==> src/rtl/strobe_port_pkg.sv <==
package strobe_port_pkg;
  localparam int LANE_W = 8;
  localparam int SYNC_STAGES = 2;

  typedef struct packed {
    logic latchAddr;
    logic captureWr;
    logic loadRd;
    logic idle;
  } portCtrl_t;
endpackage

==> src/rtl/strobe_sync.sv <==
module strobe_sync #(
  parameter int WIDTH = 1,
  parameter int STAGES = 2,
  parameter logic [WIDTH-1:0] RESET_VAL = '0
) (
  input  logic             clk,
  input  logic             rst,
  input  logic [WIDTH-1:0] din,
  output logic [WIDTH-1:0] dout
);
  logic [WIDTH-1:0] chain [STAGES];

  for (genvar s = 0; s < STAGES; s++) begin : g_stage
    always_ff @(posedge clk) begin
      if (rst) chain[s] <= RESET_VAL;
      else if (s == 0) chain[s] <= din;
      else chain[s] <= chain[(s > 0) ? s - 1 : 0];
    end
  end

  assign dout = chain[STAGES-1];
endmodule

==> src/rtl/strobe_port_ctrl.sv <==
module strobe_port_ctrl
  import strobe_port_pkg::*;
(
  input  logic      clk,
  input  logic      rst,
  input  logic      addrStb,
  input  logic      dataStb,
  input  logic      wrFlag,
  output portCtrl_t ctrl,
  output logic      waitOut,
  output logic      rdReq
);
  typedef enum logic [1:0] {S_IDLE, S_RDREQ, S_RDLOAD, S_ACK} state_t;
  state_t state, nextState;

  always_comb begin
    nextState = state;
    ctrl = '0;
    ctrl.idle = (state == S_IDLE);
    case (state)
      S_IDLE: begin
        if (addrStb && dataStb) begin
          nextState = S_IDLE;           // overlap: ignored
        end else if (addrStb && wrFlag) begin
          ctrl.latchAddr = 1'b1;
          nextState = S_ACK;
        end else if (dataStb && wrFlag) begin
          ctrl.captureWr = 1'b1;
          nextState = S_ACK;
        end else if (dataStb) begin
          nextState = S_RDREQ;
        end
      end
      S_RDREQ:  nextState = S_RDLOAD;
      S_RDLOAD: begin
        ctrl.loadRd = 1'b1;
        nextState = S_ACK;
      end
      S_ACK:    if (!addrStb && !dataStb) nextState = S_IDLE;
      default:  nextState = S_IDLE;
    endcase
  end

  always_ff @(posedge clk) begin
    if (rst) state <= S_IDLE;
    else state <= nextState;
  end

  assign waitOut = (state == S_ACK);
  assign rdReq   = (state == S_RDREQ);
endmodule

==> src/rtl/strobe_port_dpath.sv <==
module strobe_port_dpath
  import strobe_port_pkg::*;
#(
  parameter int W = LANE_W
) (
  input  logic         clk,
  input  logic         rst,
  input  portCtrl_t    ctrl,
  input  logic [W-1:0] laneIn,
  input  logic         dataStb,
  input  logic [W-1:0] rdData,
  output logic [W-1:0] addrQ,
  output logic [W-1:0] wrDataQ,
  output logic         wrPulseQ,
  output logic [W-1:0] laneOut,
  output logic         outEn
);
  logic oeQ;

  always_ff @(posedge clk) begin
    if (rst) begin
      addrQ    <= '0;
      wrDataQ  <= '0;
      wrPulseQ <= 1'b0;
      laneOut  <= '0;
      oeQ      <= 1'b0;
    end else begin
      wrPulseQ <= ctrl.captureWr;
      if (ctrl.latchAddr) addrQ <= laneIn;
      if (ctrl.captureWr) wrDataQ <= laneIn;
      if (ctrl.loadRd) begin
        laneOut <= rdData;
        oeQ     <= 1'b1;
      end else if (ctrl.idle) begin
        oeQ <= 1'b0;
      end
    end
  end

  // enable falls as soon as the synchronized data strobe goes inactive
  assign outEn = oeQ && dataStb;
endmodule

==> src/rtl/strobed_reg_port.sv <==
module strobed_reg_port
  import strobe_port_pkg::*;
(
  input  logic              clk,
  input  logic              rst,
  input  logic [LANE_W-1:0] padDataIn,
  output logic [LANE_W-1:0] padDataOut,
  output logic              padOutEn,
  input  logic              padAddrStbN,
  input  logic              padDataStbN,
  input  logic              padWrite,
  output logic              padWait,
  output logic [LANE_W-1:0] regAddr,
  output logic [LANE_W-1:0] regWrData,
  output logic              regWrPulse,
  output logic              regRdReq,
  input  logic [LANE_W-1:0] regRdData
);
  localparam int SW = LANE_W + 3;

  logic [SW-1:0] rawIn, syncOut;
  logic [LANE_W-1:0] laneSync;
  logic addrStbAct, dataStbAct, wrSync;
  portCtrl_t ctrlBus;

  assign rawIn = {padDataIn, padWrite, padDataStbN, padAddrStbN};

  strobe_sync #(
    .WIDTH(SW), .STAGES(SYNC_STAGES), .RESET_VAL({{(LANE_W+1){1'b0}}, 2'b11})
  ) u_sync (
    .clk(clk), .rst(rst), .din(rawIn), .dout(syncOut)
  );

  assign addrStbAct = ~syncOut[0];
  assign dataStbAct = ~syncOut[1];
  assign wrSync     = syncOut[2];
  assign laneSync   = syncOut[SW-1:3];

  strobe_port_ctrl u_ctrl (
    .clk(clk), .rst(rst),
    .addrStb(addrStbAct), .dataStb(dataStbAct), .wrFlag(wrSync),
    .ctrl(ctrlBus), .waitOut(padWait), .rdReq(regRdReq)
  );

  strobe_port_dpath #(.W(LANE_W)) u_dpath (
    .clk(clk), .rst(rst), .ctrl(ctrlBus),
    .laneIn(laneSync), .dataStb(dataStbAct), .rdData(regRdData),
    .addrQ(regAddr), .wrDataQ(regWrData), .wrPulseQ(regWrPulse),
    .laneOut(padDataOut), .outEn(padOutEn)
  );
endmodule

==> config.mk <==
export PLATFORM = sky130hd
export DESIGN_NAME = strobed_reg_port
export DESIGN_NICKNAME = d
export VERILOG_FILES = /design/src/rtl/strobe_port_pkg.sv /design/src/rtl/strobe_sync.sv /design/src/rtl/strobe_port_ctrl.sv /design/src/rtl/strobe_port_dpath.sv /design/src/rtl/strobed_reg_port.sv
export SDC_FILE = /design/constraint.sdc
export NUM_CORES = 1
export LEC_CHECK = 0
export ABC_AREA = 1
export CORE_MARGIN = 2
export CORE_UTILIZATION = 46
export DETAILED_ROUTE_END_ITERATION = 7
export HOLD_SLACK_MARGIN = 0.02
export PLACE_DENSITY = 0.75
export SLEW_MARGIN = 20
export SYNTH_ARGS = -nofsm -noshare
export SYNTH_HDL_FRONTEND = slang
export SYNTH_SLANG_ARGS = --single-unit
==> constraint.sdc <==
create_clock -name clk -period 1.3 [get_ports clk]
set_input_delay 0.13 -clock clk [delete_from_list [all_inputs] [get_ports clk]]
set_output_delay 0.13 -clock clk [all_outputs]
set_load 0.1 [all_outputs]
==> results_dict.tcl <==
set metrics [dict create \
    synth_top_family_by_area "simple AND/OR/NAND/NOR gates" \
    grt_max_degree 27 \
    numPlacedInstances 311 \
    finClkSkew_ps 2.11 \
    dr.pass1.iters 4 \
    drive_gt1_share_pct 25.8 \
    setup_viol 0 \
    yosysSeqAreaShare_pct 57.2 \
    port_buffers 48 \
    async_reset_ff_share_pct 0 \
    ir_drop_uv 998 \
    hold_path_class "in -> reg" \
    synth.most_common_cell "nor2_1" \
    max_cap_violations 0 \
    cts_buffers 5 \
    synth_cell_types 18 \
    rsz0062_at_grt "yes" \
    ioPinCount 49 \
    ant_nets 0 \
    dpl.hpwl_um 2440 \
    finalSetupTns_ps 0 \
    leakage_uw 0.00129 \
    synth.cells.most_frequent "nor2_1, dfxtp_1, inv_1" \
    die_h_um 65.7 \
    ys.flop_type "dfxtp_1" \
    status "completed" \
    netlist_instances 215 \
    path_clk_slew_ps 90 \
    drt-total-wl_um 3550 \
    yosysWarnings 0 \
    core_um2 3660 \
    power_density_nw_per_um2 1710 \
    synth-seq-cells 50 \
    grt_overflow 0 \
    cts_tree "done" \
    start_kind "flop" \
    area_delta_synth_final_pct 59.6 \
    grt_util_met2_pct 30.3 \
    cts_sinks 50 \
    seqPwrFrac_pct 37.9 \
    synthMuxAreaShare_pct 0 \
    synth_nets 241 \
    synth_compound_area_share_pct 7.15 \
    remaining_drc_errors 0 \
    h-tree-depth 2 \
    met1_usage_pct 22.3 \
    die_area_um2 4310 \
    hold_viol 0 \
    min_period_ps 1290 \
    p_int_uw 2920 \
    clk_latency_ps 300 \
    vias 1445 \
    p_sw_uw 1860 \
    synthAdderAreaFrac_pct 3.58 \
    root_buffer "clkbuf_8" \
    hold_slack_ps 335 \
    grt_usage_pct 18.3 \
    power_frac_comb_pct 41.7 \
    avgRoutedWirePerCell_um 11.0 \
    nets 300 \
    worstMarginPinSlew_ps 369 \
    antenna_found_initial 0 \
    swShare_pct 38.8 \
    synth_xor_area_share_pct 0 \
    final.period_utilization_pct 99.1 \
    grt_most_used_layer "met2" \
    synth-simple-area-share_pct 24.2 \
    synth_area_leaders "dfxtp_1, nor2_1, o21ai_0, inv_1, ha_1" \
    arrival_ps 1160 \
    final_cells 323 \
    yosysTopAreaCell "dfxtp_1" \
    cp.required_ps 1170 \
    max_freq_mhz 776 \
    end_kind "output port" \
    maxSlewHeadroom_pct 75.3 \
    grt_pass1_vias 1388 \
    vias_per_cell 4.47 \
    n_antenna_cell 0 \
    synth_edf_count 0 \
    drv_slew 0 \
    gr-usage-met3_pct 5.31 \
    synth_area_per_cell_um2 8.14 \
    clock_tree.buffer_depth 2 \
    synth.cell_area_um2 1750 \
    yosysTopAreaCellShare_pct 57.2 \
    rows 22 \
    critical_path_peak_fanout 3 \
    clock_power_share_pct 20.5 \
    initial_core_util_pct 47.8 \
    drt_iter0_markers 52 \
    die_x_um 65.7 \
    grt_pass1_wl_um 6010 \
    gp_congestion 0.818 \
    worstSetupPathType "reg -> out" \
]
flip-flops by register name, summed over array words and instances, names as in the netlist:
| register | count |
|---|---|
| u_dpath.oeQ | 1 |
| u_dpath.wrPulseQ | 1 |
| u_dpath.wrDataQ | 8 |
| u_dpath.laneOut | 8 |
| u_ctrl.state | 2 |
| u_dpath.addrQ | 8 |
| u_sync.chain | 22 |
cell families (layout without fill, tap and decap cells):
| family | count (synthesis) | after routing |
|---|---|---|
| AND/OR/NAND/NOR | 100 | 100 |
| adder cells (fa/ha/maj) | 5 | 5 |
| flip-flops | 50 | 50 |
| buffers and inverters | 35 | 95 |
| AO/OA/AOI/OAI | 25 | 25 |
critical path, cell delays in order, from the launching register on:
cell,delay [ps]
dfxtp_2,350
inv_2,50
buf_4,150
ha_4,160
buf_12,160
area by class of cell:
class,count,area (um^2)
Sequential cell,50,1000
Clock inverter,1,8.76
Clock buffer,7,96.3
Multi-Input combinational cell,130,663
Timing Repair Buffer,57,836
Fill cell,264,870
Tap cell,48,60.1
Inverter,30,124
power groups by stage:
| stage | Clock (uW) | Sequential (uW) | Combinational (uW) |
|---|---|---|---|
| detailed placement | 0 | 1830 | 1890 |
| global placement | 0 | 1830 | 1850 |
| global route | 1080 | 1830 | 2100 |
| CTS | 1010 | 1800 | 1920 |
| floorplan | 0 | 2400 | 617 |
| finish | 978 | 1810 | 1990 |
through the flow:
stage          area (um^2)  total power, uW  worst slack [ps]  util (%)
2_1_floorplan         1770             3020              13.2         -
3_3_place_gp          2600             3680             -91.6      71.1
3_5_place_dp          2600             3720              -198      71.1
4_1_cts               2740             4730             -4.88      74.8
5_1_grt               2790             5010             -34.9      76.2
6_report              2790             4780              11.5      76.2
final timing paths:
check	cells after the start	slack [ps]	from	to
max	4	10	u_ctrl.state[1]	regRdReq
min	3	340	padDataIn[5]	u_sync.chain[0][8]
max reg2reg	7	30	u_ctrl.state[1]	u_dpath.wrPulseQ
min reg2reg	2	410	u_sync.chain[0][6]	u_sync.chain[1][6]
timing repair:
action	4_1_cts	5_1_grt
setup endpoints to repair	23	19
hold buffers	0	0
hold endpoints to repair	0	0
gates resized for setup	5	12
pin swaps	1	4
buffers inserted	2	2
metal layers:
metal | wire length [um] | vias to the layer above
met4 | 17 | 0
met1 | 1580 | 628
li1 | - | 767
met2 | 1730 | 48
met5 | 0 | -
met3 | 217 | 2
cells in the final DEF (no fill, tap or decap), drive strengths merged:
cell type,synthesis,final
buf,2,37
clkbuf,3,7
clkdlybuf4s50,0,20
clkinv,0,1
clkinvlp,0,1
dfxtp,50,50
ha,5,5
inv,30,29
nand2,16,16
nand3,1,1
nor2,79,79
o21ai,25,25
or2,4,4
Power figures use the tool's default switching activity.
